File: src/rtl/ser2_reg_slave.sv
module ser2_reg_slave #(
  parameter int DATA_W = 32,
  parameter int DEPTH  = 16,
  parameter int RD_LAT = 2
) (
  input  logic       clk,
  input  logic       rst_n,
  input  logic       req,
  input  logic [1:0] din,
  output logic       ack,
  output logic [1:0] dout
);
  localparam int NP = DATA_W / 2;
  localparam int IW = $clog2(DEPTH);
  localparam int CW = $clog2(DATA_W + RD_LAT) + 1;
  localparam int AW = 17;
  localparam logic [CW-1:0] LASTP = CW'(NP - 1);
  localparam logic [CW-1:0] LASTA = CW'(7);
  localparam logic [CW-1:0] LASTW = CW'(RD_LAT - 1);

  typedef enum logic [2:0] {IDLE, ADDR, WDATA, WACK, WAIT, RDATA, HOLD} st_t;

  st_t               state;
  logic              wr;
  logic [AW-1:0]     addr;
  logic [CW-1:0]     cnt;
  logic [DATA_W-3:0] wsh;
  logic [DATA_W-1:0] rsh;
  logic [DATA_W-1:0] mem [DEPTH];

  wire          hit = addr < AW'(DEPTH);
  wire [IW-1:0] idx = addr[IW-1:0];

  assign ack  = (state == WACK) || (state == RDATA);
  assign dout = (state == RDATA) ? rsh[1:0] : 2'b00;

  always_ff @(posedge clk or negedge rst_n) begin
    if (!rst_n) begin
      state <= IDLE;
      wr    <= 1'b0;
      addr  <= '0;
      cnt   <= '0;
      wsh   <= '0;
      rsh   <= '0;
      for (int i = 0; i < DEPTH; i++) mem[i] <= '0;
    end else begin
      case (state)
        IDLE: if (req) begin
          wr    <= din[0];
          addr  <= {{(AW-1){1'b0}}, din[1]};
          cnt   <= '0;
          state <= ADDR;
        end
        ADDR: if (!req) state <= IDLE;
        else begin
          addr[2*int'(cnt)+1 +: 2] <= din;
          if (cnt == LASTA) begin
            cnt   <= '0;
            state <= wr ? WDATA : WAIT;
          end else cnt <= cnt + 1'b1;
        end
        WDATA: if (!req) state <= IDLE;
        else begin
          wsh <= {din, wsh[DATA_W-3:2]};
          if (cnt == LASTP) begin
            if (hit) mem[idx] <= {din, wsh};
            state <= WACK;
          end else cnt <= cnt + 1'b1;
        end
        WACK: state <= HOLD;
        WAIT: if (!req) state <= IDLE;
        else if (cnt == LASTW) begin
          rsh   <= hit ? mem[idx] : '0;
          cnt   <= '0;
          state <= RDATA;
        end else cnt <= cnt + 1'b1;
        RDATA: if (!req) state <= IDLE;
        else begin
          rsh <= rsh >> 2;
          if (cnt == LASTP) state <= HOLD;
          else cnt <= cnt + 1'b1;
        end
        HOLD: if (!req) state <= IDLE;
        default: state <= IDLE;
      endcase
    end
  end


  cmd_decode_chk: assert property (@(posedge clk) disable iff (!rst_n)
    (state == IDLE && req) |=> (state == ADDR && addr[0] == $past(din[1])));


  wack_pulse_chk: assert property (@(posedge clk) disable iff (!rst_n)
    (state == WACK) |=> !ack);


  rd_ack_hold_chk: assert property (@(posedge clk) disable iff (!rst_n)
    (state == RDATA && req && cnt != LASTP) |=> ack);


  dout_quiet_chk: assert property (@(posedge clk) disable iff (!rst_n)
    !ack |-> dout == 2'b00);


  abort_idle_chk: assert property (@(posedge clk) disable iff (!rst_n)
    ((state == ADDR || state == WDATA || state == WAIT || state == RDATA) && !req)
    |=> (state == IDLE && !ack));
endmodule

File: config.mk
export PLATFORM = sky130hd
export DESIGN_NAME = ser2_reg_slave
export DESIGN_NICKNAME = d
export VERILOG_FILES = /design/src/rtl/ser2_reg_slave.sv
export SDC_FILE = /design/constraint.sdc
export NUM_CORES = 1
export LEC_CHECK = 0
export BUFFER_PORTS_ARGS = -buffer_cell sky130_fd_sc_hd__buf_2
export CAP_MARGIN = 5
export CORE_MARGIN = 2
export CORE_UTILIZATION = 58
export DETAILED_ROUTE_END_ITERATION = 10
export PLACE_DENSITY = 0.74
export SYNTH_ARGS = -nofsm -noshare
export SYNTH_HDL_FRONTEND = slang
export SYNTH_SLANG_ARGS = --single-unit
File: constraint.sdc
create_clock -name clk -period 3.5 [get_ports clk]
set_input_delay 1.05 -clock clk [delete_from_list [all_inputs] [get_ports clk]]
set_output_delay 1.05 -clock clk [all_outputs]
set_load 0.02 [all_outputs]
# After elaboration in Yosys (flattened, before gate mapping)
# Index checks and enable logic that the tools add are counted.
[op_classes] add_sub_neg=3 order_cmp=3 mux=36 shift=2 n_eq_ne=21 bitwise_logic=1 reduce_logical=14
[ops] operator="$bwmux W512" n=1
[ops] operator="$mux W32" n=7
[ops] operator="$bmux W32 S4" n=1
[ops] operator="$demux W32 S4" n=1
[ops] operator="$pmux W32 S2" n=1
[ops] operator="$mux W7" n=7
[ops] operator="$mux W17" n=2
[ops] operator="$pmux W17 S2" n=1
[ops] operator="$mux W3" n=11
[ops] operator="$neg A9 Y33" n=1
[ops] operator="$shift A2 B33 Y17 const A" n=1
[ops] operator="$shiftx A2 B33 Y17" n=1
[ops] operator="$pmux W7 S4" n=1
[ops] operator="$pmux W3 S7" n=1
[ops] operator="$bwmux W17" n=1
[ops] operator="$lt A17 B5 Y1 const B" n=1
[ops] operator="$ne A2 B2 Y1 const B" n=7
[ops] operator="$reduce_and A6 Y1" n=2
[ops] operator="$add A8 B1 Y9 const B" n=1
[ops] operator="$eq A3 B3 Y1 const B" n=3
[ops] operator="$ne A3 B3 Y1 const B" n=3
[ops] operator="$reduce_and A4 Y1" n=2
[ops] operator="$add A7 B1 Y7 const B" n=1
[ops] operator="$eq A7 B1 Y1 const B" n=1
[ops] operator="other kinds (18)" n=21
[word_totals] word_cells=102 out_inout_bits=3 input_bits=5 ff_bits=602

# Longest topological paths before layout
[logic_depth] word_depth=8 mapped_depth=8 mapped_depth_nobuf=6

# Worst setup path before layout
# No wires, ideal clock.
[synth_timing] kind="in2reg" from="in req" to="reg mem[65] in the netlist's numbering" arrival_ns=2.991 cell_stages=7 n_path_buf=2 setup_ns=0.125 t_required_ns=3.375 path_slack_ns=0.383 path_cell_list="nor4bb_1 nand3_1 or4_1 buf_4 nor3b_4 buf_6 mux2_4"
[synth_via] elab_chain_len=1
[synth_rtl] element="start, declared" line_no="8" source="input logic req,"
[synth_rtl] element="$reduce_and A4 Y1 (no line)"
[synth_rtl] element="end signal, assigned by index" line_no="66" source="if (hit) mem[idx] <= {din, wsh};"
[synth_rtl] element="end, declared" line_no="29" source="logic [DATA_W-1:0] mem [DEPTH];"
# Every way passes these cells.
# A chain may end at the register's enable or synchronous reset.

# Final worst setup path
[layout_timing] from="reg state[2]" to="out dout[1]"
[layout_via] elab_chain_len=2
[layout_rtl] element="start, declared" line_no="23" source="st_t state;"
[layout_rtl] element="start signal, assigned" line_no="59" source="state <= wr ? WDATA : WAIT;"
[layout_rtl] element="$eq A3 B3 Y1" line_no="35" source="assign dout = (state == RDATA) ? rsh[1:0] : 2'b00;"
[layout_rtl] element="$mux W2" line_no="35"
[layout_rtl] element="end, declared" line_no="11" source="output logic [1:0] dout"
# Every way passes these cells.

==> impl_metrics.toml <==
[yosys]
async_reset_ff_share_pct = 100.0
synth-seq-cells = 602
netlist_area_um2 = 26990
synthSimpleGateAreaFrac_pct = 3.439
synthXorXnorAreaFrac_pct = 0
ys_seq_area_share_pct = 55.81
synthCells = 1753
synth_top_family_by_area = "multiplexers"
ys_types = 52
synth_nets = 1760
ys_warn_count = 0
dominantRegCellSynth = "dfrtp_1"
synth_compound_area_share_pct = 3.773
yosys.area_share.adder_pct = 0.09270
synth-edff-count = 0
synthMuxAreaShare_pct = 34.42
syn_area_per_cell_um2 = 15.40

[clock_tree]
max-clock-path-buffers = 3
cts_hold_buf = 0
cts_tree = "yes"
cts_buffers = 60
clk_latency_ns = 0.61
cts_root_buf = "clkbuf_16"
clock-sinks = 602
cts_setup_buffers = 0
cts_resized = 0
htreeDepth = 2
path_clk_slew_ns = 0.07

[floorplanning]
die_height_um = 219.7
initial_core_util_pct = 58.35
rows = 79
core_area_um2 = 46260
die_x_um = 219.7
die-area_um2 = 48280
ios = 8

[pwr]
powerDensity_nw_per_um2 = 546.2
internal_power_mw = 11.92
comb_power_share_pct = 14.8
power_switching_mw = 4.514
total_power_mw = 16.43
leakagePower_nw = 14.73
vdd_drop_max_v = 0.0004181
clock_power_share_pct = 40.1
power_frac_seq_pct = 45.1
switching_share_pct = 27.47

[detailed_routing]
drt_first_iter_violations = 1328
routed_wl_um = 60590
drc = 0
ant_nets = 0
wl_per_cell_um = 25.28
drtPass1Iterations = 5
via_per_inst = 6.387
dr_total_vias = 15310

[timing]
fin_tns_setup_ns = 0
min_period_over_period_pct = 90.02
setup_violations = 0
whs_ns = 0.3789
rsz0062_at_grt = "no"
fmax_ghz = 0.3174
worstMarginPinSlew_ns = 0.8571
period_needed_ns = 3.151
relSlewSlack_pct = 42.86
skew_ns = 0.01100
drv_slew = 0
finalHoldViolations = 0

[final_layout]
final_util_pct = 65.05
antenna_cells = 0
register_area_um2 = 15070
multi_input_area_um2 = 11370
final_common_cell = "dfrtp_1"
design_area_um2 = 30090
syn2layout_area_growth_pct = 11.48
nFillCells = 3216
most-common-layout-cells = "dfrtp_1 (600), mux2_2 (485), mux4_2 (128), a22oi_1 (64)"
fin_nets = 1751
drive_gt1_share_pct = 47.37

[critical_path]
cp-end-kind = "output port"
arrival_ns = 2.10
worst_ep_required_time_ns = 2.45
r2r-start = "cnt[0]$_DFFE_PN0P_"
critPathMaxFanout = 15
crit_path_start_kind = "flip-flop"
ff2ff_path_depth = 8
timing.rr.end = "mem[80]$_DFFE_PN0P_"
crit_type = "reg2out"
r2r_slack_ns = 0.48

[grt]
grt_overflow = 0
grt_pass1_vias = 16360
grt_usage_pct = 26.45
grt_pass1_wl_um = 96950
grt_max_degree = 85
antenna_found_initial = 1

[status]
status = "finished clean"

[placement]
dpl_cell_area_um2 = 28070
routabilityCongestion = 0.8268
io_buffers = 7
dp_hpwl_um = 35680

[job]
max_cap_viol_count = 0

[min_path]
hp-class = "in2async"
==> synth_stat cells, types with 2 or more instances <==
cell | count | area (um^2)
a211oi_1 | 2 | 15.01
a21oi_1 | 9 | 45.04
a221o_1 | 28 | 280.3
a22o_1 | 5 | 43.79
a22oi_1 | 64 | 480.5
a31oi_1 | 2 | 12.51
a32o_1 | 2 | 20.02
and2_1 | 2 | 12.51
and3_1 | 36 | 225.2
buf_1 | 39 | 146.4
buf_2 | 13 | 65.06
buf_4 | 4 | 30.03
buf_6 | 6 | 67.56
clkbuf_1 | 90 | 337.8
dfrtp_1 | 602 | 15060
ha_1 | 2 | 25.02
inv_1 | 5 | 18.77
mux2_1 | 29 | 326.6
mux2_2 | 485 | 5461
mux2_4 | 30 | 450.4
mux2i_1 | 17 | 170.2
mux4_2 | 128 | 2883
nand2_1 | 70 | 262.8
nand2b_1 | 3 | 18.77
nand3_1 | 6 | 30.03
nand3b_1 | 2 | 15.01
nand4_1 | 2 | 12.51
nor2_1 | 16 | 60.06
nor2b_1 | 12 | 75.07
nor3_1 | 7 | 35.03
nor3b_1 | 2 | 15.01
nor3b_4 | 2 | 37.54
nor4_1 | 5 | 31.28
o21ai_0 | 6 | 30.03
o22ai_1 | 2 | 12.51
o2bb2ai_1 | 2 | 17.52
==> state kept, by name, summed over array words and instances, names as in the netlist <==
register / count
addr: 17
cnt: 7
mem: 512
rsh: 32
state: 3
wr: 1
wsh: 30
==> power groups by stage <==
| stage | clock, mW | sequential, mW | combinational, mW |
|---|---|---|---|
| 4_1_cts | 6.70 | 7.41 | 2.46 |
| 5_1_grt | 7.01 | 7.44 | 2.61 |
| 2_1_floorplan | 0 | 7.24 | 1.75 |
| 3_3_place_gp | 0 | 7.52 | 2.42 |
| 6_report | 6.59 | 7.40 | 2.44 |
| 3_5_place_dp | 0 | 7.53 | 2.46 |
==> how the worst max path moves through the flow <==
stage               cells past startpoint             endpoint            startpoint
floorplan                               7  mem[65]$_DFFE_PN0P_                   req
global placement                        8  mem[84]$_DFFE_PN0P_                   req
detailed placement                      8  mem[78]$_DFFE_PN0P_                   req
CTS                                     3              dout[1]  state[2]$_DFFE_PN0P_
global route                            3              dout[1]  state[2]$_DFFE_PN0P_
finish                                  3              dout[1]  state[2]$_DFFE_PN0P_
==> per-layer routing <==
layer / routed length, um / vias to the layer above / GRT usage [%]
li1: - / 6571 / -
met1: 27240 / 8306 / 37.66
met2: 29400 / 326 / 42.61
met3: 2393 / 104 / 3.975
met4: 1544 / 2 / 8.031
met5: 12 / - / 0
==> cell families (layout without fill, tap and decap cells) <==
| group | after synthesis | after routing |
|---|---|---|
| DFF | 602 | 602 |
| adders and majority gates | 2 | 2 |
| AOI/OAI and AO/OA | 129 | 129 |
| buffers and inverters | 157 | 194 |
| and+or+nand+nor | 174 | 174 |
| muxes | 689 | 689 |
==> worst max-delay path: stages, from the launching register on <==
cell and delay [ns]:
dfrtp_1 0.64, nor2b_1 0.46, and3_1 0.23, buf_2 0.16
==> per-stage QoR <==
step | instances | setup WS, ns
after floorplan | 1753 | 0.3835
after global placement | 2289 | 0.2615
after detailed placement | 2289 | 0.2528
after CTS | 2397 | 0.3528
after global routing | 2397 | 0.1895
final | 2397 | 0.3493
==> area by class of cell <==
type                       count  area share [%]
tap                          607           2.524
clock inverter                20          0.8524
clock buffer                  88           5.875
multi-input combinational    994           37.77
sequential                   602           50.09
inverter                       5         0.06237
timing repair buffer          81           2.827
Note: power is estimated with default switching activity, not from simulation.
